==> src/rtl/rsv_pkg.sv <==
package rsv_pkg;

    typedef enum logic [1:0] {
        OP_LOAD  = 2'd0,
        OP_STORE = 2'd1,
        OP_LINK  = 2'd2,
        OP_COND  = 2'd3
    } rsv_op_e;

    // byte-offset bits inside one word; excluded from every match
    localparam int WORD_OFS_BITS = 2;

    function automatic logic op_is(input logic [1:0] raw, input rsv_op_e kind);
        return rsv_op_e'(raw) == kind;
    endfunction

endpackage

==> src/rtl/rsv_word_cmp.sv <==
module rsv_word_cmp #(
    parameter int ADDR_W = 16
) (
    input  logic [ADDR_W-1:0] addr_a,
    input  logic [ADDR_W-1:0] addr_b,
    output logic              same_word
);
    import rsv_pkg::*;

    localparam logic [ADDR_W-1:0] WORD_MASK = ~((ADDR_W'(1) << WORD_OFS_BITS) - ADDR_W'(1));

    assign same_word = ((addr_a ^ addr_b) & WORD_MASK) == '0;

endmodule

==> src/rtl/rsv_snoop_bank.sv <==
module rsv_snoop_bank #(
    parameter int ADDR_W  = 16,
    parameter int N_SNOOP = 2
) (
    input  logic [N_SNOOP-1:0]        snp_valid,
    input  logic [N_SNOOP*ADDR_W-1:0] snp_addr,
    input  logic [ADDR_W-1:0]         ref_addr,
    output logic                      any_hit
);
    logic [N_SNOOP-1:0] slot_match;
    logic [N_SNOOP-1:0] slot_hit;

    for (genvar s = 0; s < N_SNOOP; s++) begin : g_slot
        rsv_word_cmp #(.ADDR_W(ADDR_W)) u_cmp (
            .addr_a   (snp_addr[s*ADDR_W +: ADDR_W]),
            .addr_b   (ref_addr),
            .same_word(slot_match[s])
        );
        assign slot_hit[s] = snp_valid[s] & slot_match[s];
    end

    assign any_hit = |slot_hit;

endmodule

==> src/rtl/rsv_state.sv <==
module rsv_state #(
    parameter int ADDR_W = 16
) (
    input  logic              clk,
    input  logic              rst,
    input  logic              load_en,
    input  logic              load_ok,
    input  logic [ADDR_W-1:0] load_addr,
    input  logic              kill,
    output logic              held,
    output logic [ADDR_W-1:0] held_addr
);
    typedef struct packed {
        logic              valid;
        logic [ADDR_W-1:0] addr;
    } rsv_t;

    rsv_t rsv_q;

    always_ff @(posedge clk) begin
        if (rst) begin
            rsv_q <= '0;
        end else if (load_en) begin
            rsv_q.valid <= load_ok;
            rsv_q.addr  <= load_addr;
        end else if (kill) begin
            rsv_q.valid <= 1'b0;
        end
    end

    assign held      = rsv_q.valid;
    assign held_addr = rsv_q.addr;

    AST_RESET_CLEARS: assert property (@(posedge clk) rst |=> !held);

endmodule

==> src/rtl/rsv_monitor.sv <==
module rsv_monitor #(
    parameter int ADDR_W  = 16,
    parameter int N_SNOOP = 2,
    parameter int XLEN    = 32
) (
    input  logic                      clk,
    input  logic                      rst,
    input  logic                      req_valid,
    input  logic [1:0]                req_op,
    input  logic [ADDR_W-1:0]         req_addr,
    input  logic [N_SNOOP-1:0]        snoop_valid,
    input  logic [N_SNOOP*ADDR_W-1:0] snoop_addr,
    output logic                      sc_done,
    output logic                      sc_write,
    output logic [XLEN-1:0]           sc_rd_value
);
    import rsv_pkg::*;

    logic              held;
    logic [ADDR_W-1:0] held_addr;
    logic              own_hit;
    logic              snp_on_held;
    logic              snp_on_req;
    logic              is_link, is_cond, is_store;
    logic              pass;
    logic              kill;

    assign is_link  = req_valid && op_is(req_op, OP_LINK);
    assign is_cond  = req_valid && op_is(req_op, OP_COND);
    assign is_store = req_valid && op_is(req_op, OP_STORE);

    rsv_word_cmp #(.ADDR_W(ADDR_W)) u_own (
        .addr_a   (req_addr),
        .addr_b   (held_addr),
        .same_word(own_hit)
    );

    rsv_snoop_bank #(.ADDR_W(ADDR_W), .N_SNOOP(N_SNOOP)) u_snp_held (
        .snp_valid(snoop_valid),
        .snp_addr (snoop_addr),
        .ref_addr (held_addr),
        .any_hit  (snp_on_held)
    );

    rsv_snoop_bank #(.ADDR_W(ADDR_W), .N_SNOOP(N_SNOOP)) u_snp_req (
        .snp_valid(snoop_valid),
        .snp_addr (snoop_addr),
        .ref_addr (req_addr),
        .any_hit  (snp_on_req)
    );

    // a same-cycle foreign store to the word defeats the store-conditional
    assign pass = is_cond && held && own_hit && !snp_on_held;
    assign kill = is_cond || (is_store && own_hit) || snp_on_held;

    rsv_state #(.ADDR_W(ADDR_W)) u_state (
        .clk      (clk),
        .rst      (rst),
        .load_en  (is_link),
        .load_ok  (!snp_on_req),
        .load_addr(req_addr),
        .kill     (kill),
        .held     (held),
        .held_addr(held_addr)
    );

    assign sc_done     = is_cond;
    assign sc_write    = pass;
    assign sc_rd_value = XLEN'(pass);

    AST_WRITE_ONLY_ON_COND: assert property (@(posedge clk) disable iff (rst)
        sc_write |-> sc_done);
    AST_RESULT_TRACKS_WRITE: assert property (@(posedge clk) disable iff (rst)
        sc_done |-> (sc_rd_value == XLEN'(sc_write)));
    AST_COND_CONSUMES: assert property (@(posedge clk) disable iff (rst)
        sc_done |=> !held);
    AST_SNOOP_CANCELS: assert property (@(posedge clk) disable iff (rst)
        (snp_on_held && !is_link) |=> !held);
    AST_IDLE_QUIET: assert property (@(posedge clk) disable iff (rst)
        !req_valid |-> (!sc_done && !sc_write && sc_rd_value == '0));

endmodule

==> config.mk <==
export PLATFORM = sky130hd
export DESIGN_NAME = rsv_monitor
export DESIGN_NICKNAME = d
export VERILOG_FILES = /design/src/rtl/rsv_pkg.sv /design/src/rtl/rsv_word_cmp.sv /design/src/rtl/rsv_snoop_bank.sv /design/src/rtl/rsv_state.sv /design/src/rtl/rsv_monitor.sv
export SDC_FILE = /design/constraint.sdc
export NUM_CORES = 1
export LEC_CHECK = 0
export BUFFER_PORTS_ARGS = -buffer_cell sky130_fd_sc_hd__buf_2
export CORE_MARGIN = 3
export CORE_UTILIZATION = 45
export DETAILED_ROUTE_END_ITERATION = 6
export GPL_TIMING_DRIVEN = 0
export PLACE_DENSITY = 0.79
export SYNTH_ARGS = -nofsm -noshare
export SYNTH_HDL_FRONTEND = slang
export SYNTH_SLANG_ARGS = --single-unit
==> constraint.sdc <==
create_clock -name clk -period 1.6 [get_ports clk]
set_input_delay 0.08 -clock clk [delete_from_list [all_inputs] [get_ports clk]]
set_output_delay 0.08 -clock clk [all_outputs]
set_load 0.03 [all_outputs]
[Word-level counts from Yosys, hierarchy flattened]
Index checks and enable logic that the tools add are counted.
Storage, ports and cells
  register bits after elaboration: 17
  input port bits: 55
  logic and storage cells: 35
Operators by class
  eq/ne operators: 3
  multiplexer cells: 2
  bitwise gates (word level): 9
  reduce and logical (&&, ||, !) cells: 19
Operators with widths (count)
  16-bit zero test: 5
  16-bit XOR: 5
  1-bit logical AND: 7
  1-bit AND: 4
  2-bit equality test, second input constant: 2
  2-bit OR reduction: 2
  2-bit by 1-bit equality test with 1-bit output, second input constant: 1
  1-bit zero test: 2
  1-bit logical OR: 2
  1-bit two-way mux: 2
  2-bit nonzero test: 1

[Logic depth before layout (Yosys ltp)]
  depth in word-level cells: 7
  gate-level depth with buffers: 6
  gate-level depth less buffers: 5

[Modules after synthesis]
From an unflattened synthesis, not the netlist that was laid out.
Unflattened totals
  cells, all modules: 193
  area, all modules: 1700.4 sq um
By module, submodules not included
  rsv_word_cmp: instances 5, cells each 19, area each 157.7 sq um, sequential area each 0.0 sq um
  rsv_state: instances 1, cells each 56, area each 609.3 sq um, sequential area each 340.3 sq um
  rsv_monitor: instances 1, cells each 40, area each 285.3 sq um, sequential area each 0.0 sq um
  rsv_snoop_bank: instances 2, cells each 1, area each 8.8 sq um, sequential area each 0.0 sq um

[Worst setup path before layout]
OpenSTA, ideal clock, no wires.
  kind: reg2out
  start: reg u_state.rsv_q (netlist bit u_state.held_addr[13])
  end: out sc_rd_value[0]
  arrival: 2.273 ns
  slack: -0.753 ns
  stages on the path, launching flop included: 6
  path buffers: 1
  path through: dfxtp_1 -> xor2_1 -> nor4_4 -> nand4_1 -> nor4_1 -> buf_4
Between the ends
  longest elaborated chain between the ends: 6
Ends and longest elaborated chain
  start, declared: RTL line rsv_state.sv:18  | rsv_t rsv_q;
  16-bit XOR: RTL line rsv_word_cmp.sv:12  | assign same_word = ((addr_a ^ addr_b) & WORD_MASK) == '0;
  16-bit zero test: RTL line rsv_word_cmp.sv:12
  1-bit AND: RTL line rsv_snoop_bank.sv:19  | assign slot_hit[s] = snp_valid[s] & slot_match[s];
  2-bit OR reduction: RTL line rsv_snoop_bank.sv:22  | assign any_hit = |slot_hit;
  1-bit zero test: RTL line rsv_monitor.sv:53  | assign pass = is_cond && held && own_hit && !snp_on_held;
  1-bit logical AND (*): RTL line rsv_monitor.sv:53
  end, declared: RTL line rsv_monitor.sv:15  | output logic [XLEN-1:0] sc_rd_value
Mark *: on every way between the ends. The rest lies on a longest branch, timed or not.

[Final worst setup path]
  start: reg u_state.rsv_q (netlist bit u_state.held_addr[11])
  end: out sc_rd_value[0]
Same word-level chain as after synthesis.

==> out/qor.csv <==
metric;value;unit
critical path arrival;1.77;ns
period utilisation layout;115;%
Yosys top cell by area;xnor2_1;
register area share after synthesis;19.0;%
failing checks;setup timing;
placed cell count;326;
Via density;4.69;
largest family of logic cells by synthesized area;XOR/XNOR gates;
flop-to-flop setup slack;0.10;ns
final setup TNS;-0.463;ns
first-pass GRT wire length;6740;um
RSZ-0062 raised after global routing;yes;
CTS sink cnt;15;
Die Wd;65.3;um
Pre-antenna DRT Iters;4;
Ports;89;
crit path capture type;primary output;
initial antenna violation count;0;
Mapped Area;1580;um^2
Placer Congestion;0.957;
DP Wirelength;3590;um
post-route setup slack;-0.248;ns
CP required;1.52;ns
reg2reg end;u_state.held;
vias in the first global route;1415;
worst r2r path cells;6;
Clk pin slew, worst setup/hold paths;0.09;ns
CTS tree;built;
port bufs;51;
CTS max path bufs;2;
Layout Utilization;68.8;%
die area;4260;um^2
fin crit period;1.85;ns
post-synth cell types;20;
Fmax achieved;0.541;GHz
WL per Instance;13.1;um
Final ANT Viol Nets;0;
grt ovf;0;
XOR/XNOR Fraction of Synth Area;38.7;%
fin nets;344;
worst-path fanout max;4;
peak supply drop;0.000439;V
wire length after detailed routing;4360;um
cells taking the most area after synthesis;xnor2_1, dfxtp_1, buf_4;
hold_buf cts;0;
Initial Utilization;49.4;%
CP endpoint;sc_rd_value[0];
Power per Cell Area;527;nW/um^2
outcome;finished, violations left;
Synth Instances;201;
Compound-Gate Fraction of Synth Area;5.93;%
Synth Register Bits;15;
Fillers;292;
final hold vios;0;
Max Slew Vio Count;0;
max_cap viols;0;
Ys Warns;0;
DR iter-0 viols;79;
kind of critical path;register to primary output;
final setup vio count;2;
Pleak;0.929;nW
Critical path origin;u_state.held_addr[11];
worst hold stages;2;
Finished Layout Cells;332;
# DRC;0;
layout cells sized above 1;40.3;%
Clk Latency, worst-skew pair;0.30;ns
most frequent cells in the layout;xnor2_1, buf_2, buf_4, conb_1, nand2_1;
core area;3200;um^2
reg2reg start;u_state.held_addr[11];
FP Rows;20;
syn_area_per_cell;7.87;um^2
post-synthesis simple-gate area fraction;19.7;%
Setup Skew;0.0119;ns
most common cell after layout, fill and taps aside;xnor2_1;
die boundary height;65.3;um
# H-tree levels;1;
# diodes;0;
mux contribution to synthesized area;0;%
crit start category;register;
via count;1556;
global-route usage over all layers;20.7;%
worst hold path class;primary input to register;
largest net degree at the start of global routing;11;
Adder-Cell Fraction of Synth Area;0;%
area share of the largest cell type after synthesis;35.4;%
area growth from synthesis to layout;39.3;%
Root Driver;clkbuf_4;
CTS Buf Count;3;
==> flip-flops by register name, summed over array words and instances (netlist names) <==
signal and count:
u_state.held 1, u_state.held_addr 14
==> area by class of cell <==
cell class	instances	area, um^2	area share (%)
Multi-Input combinational cell	179	1250	56.9
Sequential cell	15	324	14.7
Timing Repair Buffer	53	280	12.7
Buffer	36	256	11.6
Tap cell	44	55.1	2.50
Clock buffer	3	22.5	1.02
Clock inverter	1	7.51	0.341
Inverter	1	3.75	0.170
==> power by group <==
part           switching (mW)  leakage, nW  total, mW  internal [mW]
Combinational           0.289        0.786      0.516          0.227
Clock                   0.146       0.0139      0.241         0.0955
Sequential             0.0206        0.129      0.405          0.385
Total                   0.455        0.929       1.16          0.707
==> synth_stat cells <==
master,n
or2_2,1
conb_1,1
a21oi_1,14
a2111oi_1,1
xnor2_1,64
buf_2,1
nor4_1,6
nand2_1,29
clkbuf_1,3
nor4_4,1
nand3_1,4
inv_1,1
buf_4,32
and3_1,2
xor2_1,6
dfxtp_1,15
a21o_1,1
nand4_1,15
a31oi_1,1
nor2_1,3
==> critical path, cell delays in order (launching register included) <==
cell and delay (ns):
dfxtp_4 0.38, buf_6 0.12, xnor2_2 0.14, nand3_2 0.12, nor4_4 0.35, nor4_4 0.08, buf_4 0.14, buf_6 0.13
==> metrics by stage <==
stage	hold slack (ns)	instance area (um^2)	setup slack [ns]	total power, mW
final	0.0374	2200	-0.248	1.16
after global routing	0.0350	2200	-0.353	1.23
after CTS	0.0271	2170	-0.258	1.16
after global placement	0.342	2020	-0.172	0.885
after detailed placement	0.352	2020	-0.224	0.893
after floorplan	0.149	1710	-0.182	0.746
==> logic make-up (layout without fill, tap and decap cells) <==
family | after synthesis | in the layout
AOI/OAI and AO/OA | 17 | 17
xor gates and xnor gates | 70 | 70
buffers and inverters | 37 | 94
DFF | 15 | 15
other | 1 | 31
and+or+nand+nor | 61 | 61
==> repair_timing <==
| action | CTS | global route |
|---|---|---|
| setup endpoints to repair | 3 | 3 |
| pin swaps | 8 | 5 |
| buffers inserted | 2 | 0 |
| cloned | 0 | 0 |
| gates resized for setup | 24 | 9 |
==> worst min path at each step <==
stage | end | from | slack (ns)
2_1_floorplan | u_state.held_addr[10] | rst | 0.15
3_3_place_gp | u_state.held_addr[10] | rst | 0.34
3_5_place_dp | u_state.held_addr[10] | rst | 0.35
4_1_cts | u_state.held_addr[15] | req_addr[15] | 0.03
5_1_grt | u_state.held_addr[8] | req_addr[8] | 0.03
6_report | u_state.held_addr[10] | rst | 0.04
==> metal layers <==
layer / GRT usage [%] / up-vias / routed length (um)
met3: 5.30 / 8 / 366
met2: 36.5 / 68 / 2310
li1: - / 780 / -
met5: 0 / - / 0
met4: 5.70 / 0 / 47
met1: 24.7 / 700 / 1630
Note: power is estimated with default switching activity, not from simulation.
